===== src/rtl/dbgsp_pkg.sv =====
package dbgsp_pkg;

  // Response sent when nothing is pending: status bit set, data zero.
  function automatic logic [31:0] not_ready_word(input int unsigned width);
    return 32'd1 << (width - 1);
  endfunction

  // Width of a counter that indexes 0..n-1.
  function automatic int unsigned idx_width(input int unsigned n);
    return (n < 2) ? 1 : $clog2(n);
  endfunction

endpackage


===== src/rtl/dbgsp_sync.sv =====
module dbgsp_sync #(
  parameter int unsigned STAGES = 2
) (
  input  logic clk,
  input  logic rst,
  input  logic sclk_async,
  input  logic sdin_async,
  output logic sclk_rise,
  output logic sdin_sync
);
  logic [STAGES-1:0] ck_ff;
  logic [STAGES-1:0] dt_ff;
  logic              ck_hold;
  logic              ck_valid;
  logic              ck_prev;
  logic [2:0]        gap_q;

  always_ff @(posedge clk) begin
    if (rst) begin
      ck_ff    <= '0;
      dt_ff    <= '0;
      ck_hold  <= 1'b0;
      ck_valid <= 1'b0;
      ck_prev  <= 1'b0;
    end else begin
      ck_ff   <= {ck_ff[STAGES-2:0], sclk_async};
      dt_ff   <= {dt_ff[STAGES-2:0], sdin_async};
      ck_hold <= ck_ff[STAGES-1];
      if (ck_ff[STAGES-1] == ck_hold) ck_valid <= ck_ff[STAGES-1];
      ck_prev <= ck_valid;
    end
  end

  assign sclk_rise = ck_valid & ~ck_prev;
  assign sdin_sync = dt_ff[STAGES-1];

  // cycles since the last accepted rising edge, saturating
  always_ff @(posedge clk) begin
    if (rst)              gap_q <= 3'd7;
    else if (sclk_rise)   gap_q <= 3'd0;
    else if (gap_q != 3'd7) gap_q <= gap_q + 3'd1;
  end

  AST_RISE_SPACED: assert property (@(posedge clk) disable iff (rst)
    sclk_rise |-> gap_q >= 3'd3);

  AST_NO_RISE_WHEN_LOW: assert property (@(posedge clk) disable iff (rst)
    (!ck_hold && !ck_ff[STAGES-1] && !ck_valid) |=> !sclk_rise);

endmodule


===== src/rtl/dbgsp_shifter.sv =====
module dbgsp_shifter #(
  parameter int unsigned PKT_W = 17
) (
  input  logic             clk,
  input  logic             rst,
  input  logic             bit_stb,
  input  logic             bit_in,
  input  logic             rsp_load,
  input  logic [PKT_W-1:0] rsp_word,
  output logic             sdo,
  output logic             cmd_valid,
  output logic [PKT_W-1:0] cmd_word
);
  import dbgsp_pkg::*;

  localparam int unsigned CW = idx_width(PKT_W);
  localparam logic [CW-1:0] LAST_IDX = CW'(PKT_W - 1);
  localparam logic [31:0] NR32 = not_ready_word(PKT_W);
  localparam logic [PKT_W-1:0] NOT_READY = NR32[PKT_W-1:0];

  logic [CW-1:0]    cnt_q;
  logic [PKT_W-2:0] rx_sh;
  logic [PKT_W-1:0] tx_sh;
  logic [PKT_W-1:0] rsp_buf;
  logic             rsp_pend;

  logic             frame_start;
  logic             frame_done;
  logic [PKT_W-1:0] tx_src;
  logic [PKT_W-1:0] rx_next;

  assign frame_start = bit_stb && (cnt_q == '0);
  assign frame_done  = bit_stb && (cnt_q == LAST_IDX);
  assign tx_src      = frame_start ? (rsp_pend ? rsp_buf : NOT_READY) : tx_sh;
  assign rx_next     = {rx_sh, bit_in};

  always_ff @(posedge clk) begin
    if (rst) begin
      cnt_q     <= '0;
      rx_sh     <= '0;
      tx_sh     <= '0;
      sdo       <= 1'b0;
      cmd_valid <= 1'b0;
      cmd_word  <= '0;
    end else begin
      cmd_valid <= 1'b0;
      if (bit_stb) begin
        rx_sh <= rx_next[PKT_W-2:0];
        sdo   <= tx_src[PKT_W-1];
        tx_sh <= {tx_src[PKT_W-2:0], 1'b0};
        cnt_q <= frame_done ? '0 : cnt_q + 1'b1;
        if (frame_done) begin
          cmd_valid <= 1'b1;
          cmd_word  <= rx_next;
        end
      end
    end
  end

  // response buffer: a load lands after a coinciding frame start
  always_ff @(posedge clk) begin
    if (rst) begin
      rsp_buf  <= '0;
      rsp_pend <= 1'b0;
    end else if (rsp_load) begin
      rsp_buf  <= rsp_word;
      rsp_pend <= 1'b1;
    end else if (frame_start) begin
      rsp_pend <= 1'b0;
    end
  end

  AST_CNT_RANGE: assert property (@(posedge clk) disable iff (rst)
    cnt_q <= LAST_IDX);

  AST_CMD_PULSE: assert property (@(posedge clk) disable iff (rst)
    cmd_valid |=> !cmd_valid);

  AST_CMD_HOLD: assert property (@(posedge clk) disable iff (rst)
    !frame_done |=> $stable(cmd_word));

  AST_SDO_ON_EDGE: assert property (@(posedge clk) disable iff (rst)
    !bit_stb |=> $stable(sdo));

  AST_PEND_CONSUMED: assert property (@(posedge clk) disable iff (rst)
    (frame_start && !rsp_load) |=> !rsp_pend);

  AST_LOAD_PENDS: assert property (@(posedge clk) disable iff (rst)
    rsp_load |=> rsp_pend);

endmodule


===== src/rtl/dbg_serial_port.sv =====
module dbg_serial_port #(
  parameter int unsigned PKT_W       = 17,
  parameter int unsigned SYNC_STAGES = 2
) (
  input  logic             clk,
  input  logic             rst,
  input  logic             dbg_sclk_i,
  input  logic             dbg_sdi_i,
  output logic             dbg_sdo_o,
  input  logic             rsp_load_i,
  input  logic [PKT_W-1:0] rsp_word_i,
  output logic             cmd_valid_o,
  output logic [PKT_W-1:0] cmd_word_o
);
  logic bit_stb;
  logic bit_val;

  dbgsp_sync #(.STAGES(SYNC_STAGES)) u_sync (
    .clk        (clk),
    .rst        (rst),
    .sclk_async (dbg_sclk_i),
    .sdin_async (dbg_sdi_i),
    .sclk_rise  (bit_stb),
    .sdin_sync  (bit_val)
  );

  dbgsp_shifter #(.PKT_W(PKT_W)) u_shift (
    .clk       (clk),
    .rst       (rst),
    .bit_stb   (bit_stb),
    .bit_in    (bit_val),
    .rsp_load  (rsp_load_i),
    .rsp_word  (rsp_word_i),
    .sdo       (dbg_sdo_o),
    .cmd_valid (cmd_valid_o),
    .cmd_word  (cmd_word_o)
  );

  AST_RESET_CLEARS: assert property (@(posedge clk)
    rst |=> (!dbg_sdo_o && !cmd_valid_o && cmd_word_o == '0));

endmodule


===== config.mk =====
export PLATFORM = sky130hd
export DESIGN_NAME = dbg_serial_port
export DESIGN_NICKNAME = d
export VERILOG_FILES = /design/src/rtl/dbgsp_pkg.sv /design/src/rtl/dbgsp_sync.sv /design/src/rtl/dbgsp_shifter.sv /design/src/rtl/dbg_serial_port.sv
export SDC_FILE = /design/constraint.sdc
export NUM_CORES = 1
export LEC_CHECK = 0
export ABC_AREA = 1
export ABC_CLOCK_PERIOD_IN_PS = 1300
export CORE_ASPECT_RATIO = 1.25
export CORE_UTILIZATION = 40
export CTS_CLUSTER_DIAMETER = 30
export CTS_CLUSTER_SIZE = 8
export DETAILED_ROUTE_END_ITERATION = 8
export PLACE_DENSITY = 0.61
export SYNTH_ARGS = -nofsm -noshare
export SYNTH_HDL_FRONTEND = slang
export SYNTH_SLANG_ARGS = --single-unit

===== constraint.sdc =====
create_clock -name clk -period 1.3 [get_ports clk]
set_input_delay 0.195 -clock clk [delete_from_list [all_inputs] [get_ports clk]]
set_output_delay 0.195 -clock clk [all_outputs]
set_load 0.005 [all_outputs]

* After elaboration in Yosys (flattened, before gate mapping) *
Index checks and enable logic that the tools add are counted.

cells by class
  add/subtract/negate cells = 1
  multipliers = 0
  div/mod/pow operators = 0
  $lt $le $gt $ge = 0
  eq/ne operators = 2
  shift-type cells = 0
  mux-type cells = 6
  bitwise gates (word level) = 3
  reduce and logical (&&, ||, !) cells = 6

operators by type and width
  kind                                          count
  2-to-1 mux 17 bit                             2
  adder 5 x 1 -> 5 bit (second input constant)  1
  == test 5 bit (second input constant)         1
  logical NOT 5 bit                             1
  2-to-1 mux 5 bit                              1
  2-to-1 mux 1 bit                              3
  logical AND 1 bit                             2
  inverter 1 bit                                2
  AND reduction 2 bit                           1
  nonzero test 2 bit                            1
  OR reduction 2 bit                            1
  bitwise AND 1 bit                             1
  == test 1 bit                                 1

word-level totals
  bits in registers = 81
  latch bits = 0
  memory bits (writable) = 0
  memory bits (read-only) = 0
  input bits = 22
  output and inout port bits = 19
  word-level logic and storage cells = 31
  memories = 0

* Logic depth before layout (Yosys ltp) *
Gate-level depths: netlist (run 1).

  depth after elaboration = 5
  mapped depth = 8

* Hierarchy *
A second synthesis (run 1) with hierarchy kept.

unflattened totals
  cell total of the unflattened synthesis = 376
  area, all modules = 3,000.4 um^2

modules (own cells, without submodules)
  module         times used  cells an instance  area an instance (um^2)  seq. area each (um^2)
  dbgsp_shifter  1           353                2,792.7                  1,481.4
  dbgsp_sync     1           23                 207.7                    140.1

* Least setup slack after synthesis (run 1) *
Ideal clock, no wire load.

  path kind = register to register
  start = register u_shift.cnt_q[0]
  end = register u_shift.tx_sh[10]
  setup time = 0.110 ns
  data arrival time = 1.161 ns
  setup slack = 0.029 ns
  cell stages (with the launch flop) = 9
  path buffers = 0
  period minus slack after synthesis = 1.271 ns
  cell sequence = dfxtp_1 -> inv_1 -> ha_1 -> nand2_1 -> clkinv_1 -> nand3b_1 -> nand3_1 -> nand2_1 -> inv_1

between the ends
  longest elaborated chain between the ends = 3

ends and longest elaborated chain
  element                 RTL line             text
  start, declared         dbgsp_shifter.sv:21  logic [CW-1:0] cnt_q;
  start signal, assigned  dbgsp_shifter.sv:51  cnt_q <= frame_done ? '0 : cnt_q + 1'b1;
  logical NOT 5 bit       dbgsp_shifter.sv:32  assign frame_start = bit_stb && (cnt_q == '0);
  logical AND 1 bit       dbgsp_shifter.sv:32
  2-to-1 mux 17 bit       dbgsp_shifter.sv:34  assign tx_src = frame_start ? (rsp_pend ? rsp_buf : NOT_READY) : tx_sh;
  end signal, assigned    dbgsp_shifter.sv:50  tx_sh <= {tx_src[PKT_W-2:0], 1'b0};
  end, declared           dbgsp_shifter.sv:23  logic [PKT_W-1:0] tx_sh;

No other way between the ends.
A chain may end at the register's enable or synchronous reset.

* Final worst setup path (run 1) *
  start = register u_shift.cnt_q[0]
  end = register u_shift.cmd_word[2]

between the ends
  longest elaborated chain between the ends = 3

ends and longest elaborated chain
  element                               RTL line             text
  == test 5 bit                         dbgsp_shifter.sv:33  assign frame_done = bit_stb && (cnt_q == LAST_IDX);
  logical AND 1 bit                     dbgsp_shifter.sv:33
  AND reduction 2 bit (no source line)  --
  end signal, assigned                  dbgsp_shifter.sv:54  cmd_word <= rx_next;
  end, declared                         dbgsp_shifter.sv:12  output logic [PKT_W-1:0] cmd_word

No other way between the ends.

==> results.yml, run 1 <==
sta:
  max_transition_viols_final: 0
  fmax_mhz: 754
  finalWorstPathRequiredPeriod_ps: 1330
  tightestPinTransition_ps: 245
  timing.final.crit_share_pct: 102
  postLayoutSetupSlackWorst_ps: -25.9
  rsz0062_at_grt: "yes"
  skew_ps: 13.2
  maxSlewHeadroom_pct: 83.7
  final-setup-viol-count: 5
  final_hold_fails: 0
global_route:
  global_route_wire_length_before_repair_um: 11200
  antenna_found_initial: 0
  grt_max_degree: 35
  global_route.usage.total_pct: 17.6
  grt_pass1_vias: 2598
  global_route_total_overflow: 0
clocking:
  clk_path_buf_depth: 2
  htreeDepth: 3
  ctsHoldBuffers: 0
  cts_tree: "done"
  clock_root_buffer_master: "sky130_fd_sc_hd__clkbuf_8"
  cts_made_buffers: 9
  clock_latency_on_the_worst_skew_pair_ps: 360
  clkSinkCount: 81
  path_clk_slew_ps: 80
run_status:
  violations: "negative setup slack"
  outcome: "finished, violations left"
synthesis:
  yosys.cell_types.count: 24
  number_of_instances_in_the_synthesized_netlist: 404
  synthesized_area_per_cell_um2: 7.75
  yosys.area_share.simple_pct: 22.6
  yosys.area_share.adder_pct: 0.799
  yosys_warnings: 0
  compound_gate_fraction_of_synth_area_pct: 16.1
  syn_nets: 428
  synth_top_family_by_area: "simple AND/OR/NAND/NOR gates"
  mux_share_of_post_synthesis_cell_area_pct: 0
  post_synth_xor_area_fraction_pct: 0
  post_synth_main_area_contributors: "sky130_fd_sc_hd__dfxtp_1 52%, sky130_fd_sc_hd__nand2_1 8.9%, sky130_fd_sc_hd__o21ai_0 7.5%"
  synthDominantCellAreaShare_pct: 51.8
  synth-seq-area-share_pct: 51.8
  synth-seq-cells: 81
  synth_area_leader_cell: "sky130_fd_sc_hd__dfxtp_1"
  mappedNetlistArea_um2: 3130
drt:
  totalWireLength_um: 6280
  final_antenna_net_count: 0
  num_vias: 2705
  firstDrtPassIters: 6
  avgViaCountPerCell: 4.76
  detail_route.iter0.violations: 131
  post-route-drc-count: 0
  wire_per_inst_um: 11.1
layout:
  antennaDiodeCount: 0
  final_layout_size_suffix_gt1_share_pct: 23.7
  fin_nets: 495
  layoutNonFillerInstCount: 568
  postLayoutCellArea_um2: 4170
  area.growth.synth_to_final_pct: 33.1
floorplanning:
  fp.dieW_um: 81.2
  initial_core_util_pct: 41.8
  io_pins: 41
  core_region_area_um2: 7490
  floorplan.die.height_um: 101
  placement_rows: 35
  fp.dieArea_um2: 8190
placed_design:
  finalWeightedCongestion: 0.789
  detailed_place.area_um2: 3790
  post-place-cells: 545
  place.detailed.hpwl_um: 4090
  io_buffers: 40
power_and_ir_drop:
  combinational_power_share_pct: 5.9
  power-per-cell-area_nw_per_um2: 1080
  p_sw_mw: 1.13
  p_seq_share_pct: 56.5
  leakage_nw: 1.88
  share_clk_of_total_power_pct: 37.6
  max-vdd-ir-drop_v: 0.000693
  netSwitchingFraction_pct: 25.0
  internal-power_mw: 3.38
worst_setup_path:
  setup.reg_to_reg.worst_slack_ps: -30
  cpLargestDelayFamily: "buffers and inverters"
  largest_fanout_of_any_net_on_the_critical_path: 7
  crit_path_top_delay_cell: "sky130_fd_sc_hd__dfxtp_2"
  critPathKind: "reg -> reg"
  r2r_end: "u_shift.cmd_word[2]$_SDFFE_PP0P_"
  critical_path_buf_inv_count: 3
  critPathMostFrequentCell: "sky130_fd_sc_hd__nand2_4"
  cp_cell_sequence: "inv_2 -> ha_4 -> nand2_4 -> buf_6 -> nor2_4 -> nand2_4 -> buf_12 -> o21ai_1"
  crit_path_start_kind: "flip-flop"
  timing.critical_path.slowest_cell_delay_ps: 330
  crit_arrival_ps: 1610
  worst_r2r_startpoint: "u_shift.cnt_q[0]$_SDFFE_PP0P_"
  crit_start: "u_shift.cnt_q[0]$_SDFFE_PP0P_"
  ff2ff_path_depth: 8
  worst-path-stages: 8
  end_kind: "flip-flop"
  worst_ep_required_ps: 1580
  critPathCapture: "u_shift.cmd_word[2]$_SDFFE_PP0P_"
job:
  max-cap-violations: 0
min_path:
  hold_path.class: "in -> reg"
## cell type report
cell class / instances / area, um2
fill: 716 / 3320
sequential: 81 / 1650
multi-input combinational: 257 / 1330
timing repair buffer: 76 / 723
inverter: 46 / 175
clock buffer: 9 / 124
tap: 92 / 115
clock inverter: 7 / 60.1
## metrics by stage
step	power [mW]	hold slack, ps	setup slack [ps]	utilization (%)	TNS (ps)
6_report	4.51	356	-25.9	55.7	-55.0
5_1_grt	4.74	371	-81.4	55.7	-1130
4_1_cts	4.56	350	-11.6	54.7	-20.1
3_5_place_dp	2.86	396	-197	50.6	-4460
3_3_place_gp	2.85	389	-145	50.6	-3350
2_1_floorplan	2.73	302	28.9	-	0
## kinds of logic (layout without fill, tap and decap cells)
family | Yosys count | count (layout)
AO/OA/AOI/OAI | 93 | 93
adder cells (fa/ha/maj) | 2 | 2
buffers and inverters | 66 | 138
flip-flops | 81 | 81
AND/OR/NAND/NOR | 162 | 162
## power by group through the flow
stage          Clock (mW)  Combinational, mW  Sequential, mW
3_5_place_dp            0              0.249            2.61
5_1_grt              1.88              0.303            2.56
2_1_floorplan           0              0.133            2.60
3_3_place_gp            0              0.247            2.61
4_1_cts              1.75              0.263            2.55
6_report             1.70              0.266            2.55
## flip-flops by register name, summed over array words and instances (netlist names), 2 cells and up
| signal | cells |
|---|---|
| u_sync.ck_ff | 2 |
| u_shift.cnt_q | 5 |
| u_shift.tx_sh | 16 |
| u_shift.rx_sh | 16 |
| u_shift.cmd_word | 17 |
| u_sync.dt_ff | 2 |
| u_shift.rsp_buf | 17 |
## worst register-to-register path, stage by stage (launching register included)
cell and delay [ps]:
sky130_fd_sc_hd__dfxtp_2 330, sky130_fd_sc_hd__inv_2 70, sky130_fd_sc_hd__ha_4 140, sky130_fd_sc_hd__nand2_4 50, sky130_fd_sc_hd__buf_6 110, sky130_fd_sc_hd__nor2_4 160, sky130_fd_sc_hd__nand2_4 120, sky130_fd_sc_hd__buf_12 170
sky130_fd_sc_hd__o21ai_1 110
## metal layers
metal / track usage (%) / vias to the layer above / routed length, um
met2: 31.0 / 56 / 3100
met3: 3.26 / 9 / 199
met5: 0 / - / 0
met1: 20.6 / 1223 / 2880
li1: - / 1417 / -
met4: 7.01 / 0 / 94
## worst min path at each step
stage / start / endpoint / slack (ps) / depth (start not counted)
5_1_grt: dbg_sdi_i / u_sync.dt_ff[0]$_SDFF_PP0_ / 370 / 3
3_5_place_dp: u_sync.ck_ff[0]$_SDFF_PP0_ / u_sync.ck_ff[1]$_SDFF_PP0_ / 400 / 2
3_3_place_gp: u_sync.ck_ff[0]$_SDFF_PP0_ / u_sync.ck_ff[1]$_SDFF_PP0_ / 390 / 2
2_1_floorplan: dbg_sclk_i / u_sync.ck_ff[0]$_SDFF_PP0_ / 300 / 2
6_report: dbg_sclk_i / u_sync.ck_ff[0]$_SDFF_PP0_ / 360 / 3
4_1_cts: dbg_sclk_i / u_sync.ck_ff[0]$_SDFF_PP0_ / 350 / 3
## synth_stat cells
cell / count
sky130_fd_sc_hd__buf_1: 1
sky130_fd_sc_hd__nand3_2: 1
sky130_fd_sc_hd__o21ai_2: 10
sky130_fd_sc_hd__nand2_2: 3
sky130_fd_sc_hd__buf_2: 5
sky130_fd_sc_hd__nor2_1: 51
sky130_fd_sc_hd__nand2_1: 74
sky130_fd_sc_hd__inv_2: 1
sky130_fd_sc_hd__nand3b_1: 7
sky130_fd_sc_hd__nor2_2: 1
sky130_fd_sc_hd__nand3_1: 18
sky130_fd_sc_hd__buf_6: 2
sky130_fd_sc_hd__nor3_1: 2
sky130_fd_sc_hd__dfxtp_1: 81
sky130_fd_sc_hd__clkinv_1: 2
sky130_fd_sc_hd__nor2_4: 4
sky130_fd_sc_hd__buf_4: 1
sky130_fd_sc_hd__ha_1: 2
sky130_fd_sc_hd__nand4_1: 1
sky130_fd_sc_hd__a21oi_1: 35
sky130_fd_sc_hd__o21ai_0: 47
sky130_fd_sc_hd__inv_1: 43
sky130_fd_sc_hd__a21o_1: 1
sky130_fd_sc_hd__clkbuf_1: 11
## cells in the final DEF, fill, tap and decap left out
| cell type | Yosys | layout |
|---|---|---|
| sky130_fd_sc_hd__nand2_1 | 74 | 70 |
| sky130_fd_sc_hd__inv_6 | 0 | 3 |
| sky130_fd_sc_hd__inv_2 | 1 | 4 |
| sky130_fd_sc_hd__nand3b_1 | 7 | 7 |
| sky130_fd_sc_hd__clkinv_4 | 0 | 3 |
| sky130_fd_sc_hd__buf_16 | 0 | 1 |
| sky130_fd_sc_hd__buf_6 | 2 | 5 |
| sky130_fd_sc_hd__dlygate4sd2_1 | 0 | 19 |
| sky130_fd_sc_hd__clkdlybuf4s50_1 | 0 | 21 |
| sky130_fd_sc_hd__nor3_1 | 2 | 2 |
| sky130_fd_sc_hd__nor2_2 | 1 | 2 |
| sky130_fd_sc_hd__buf_12 | 0 | 3 |
| sky130_fd_sc_hd__clkinvlp_4 | 0 | 1 |
| sky130_fd_sc_hd__nand2_4 | 0 | 2 |
| sky130_fd_sc_hd__ha_4 | 0 | 1 |
| sky130_fd_sc_hd__inv_1 | 43 | 39 |
| sky130_fd_sc_hd__a21oi_2 | 0 | 5 |
| sky130_fd_sc_hd__ha_1 | 2 | 1 |
| sky130_fd_sc_hd__buf_4 | 1 | 27 |
| sky130_fd_sc_hd__inv_4 | 0 | 1 |
| sky130_fd_sc_hd__clkinv_1 | 2 | 2 |
| sky130_fd_sc_hd__o21ai_2 | 10 | 12 |
| sky130_fd_sc_hd__dfxtp_1 | 81 | 60 |
| sky130_fd_sc_hd__o21ai_0 | 47 | 43 |
| sky130_fd_sc_hd__nand3_2 | 1 | 2 |
| sky130_fd_sc_hd__nand2_2 | 3 | 5 |
| sky130_fd_sc_hd__o21ai_1 | 0 | 2 |
| sky130_fd_sc_hd__clkbuf_8 | 0 | 9 |
| sky130_fd_sc_hd__nor2_1 | 51 | 49 |
| sky130_fd_sc_hd__a21oi_1 | 35 | 30 |
| sky130_fd_sc_hd__a21o_1 | 1 | 1 |
| sky130_fd_sc_hd__nand4_1 | 1 | 1 |
| sky130_fd_sc_hd__nand3_4 | 0 | 1 |
| sky130_fd_sc_hd__nand3_1 | 18 | 16 |
| sky130_fd_sc_hd__nor2_4 | 4 | 5 |
| sky130_fd_sc_hd__dfxtp_2 | 0 | 21 |
## what timing repair did
item | 4_1_cts | 5_1_grt
gates resized for setup | 56 | 22
pin swaps | 3 | 22
setup endpoints to repair | 45 | 44
buffers inserted | 5 | 0
gates cloned | 1 | 1
No activity file was read; power rests on OpenSTA's default activity.
==> run 2, diff against run 1 <==
--- a/config.mk
+++ b/config.mk
@@ -9,6 +9,7 @@
 export ABC_CLOCK_PERIOD_IN_PS = 1300
 export CORE_ASPECT_RATIO = 1.25
 export CORE_UTILIZATION = 40
+export CTS_BUF_LIST = sky130_fd_sc_hd__clkbuf_4 sky130_fd_sc_hd__clkbuf_8 sky130_fd_sc_hd__clkbuf_16
 export CTS_CLUSTER_DIAMETER = 30
 export CTS_CLUSTER_SIZE = 8
 export DETAILED_ROUTE_END_ITERATION = 8
==> results of run 2 <==
No change in the layout: final DEF, timing and power equal those of run 1.
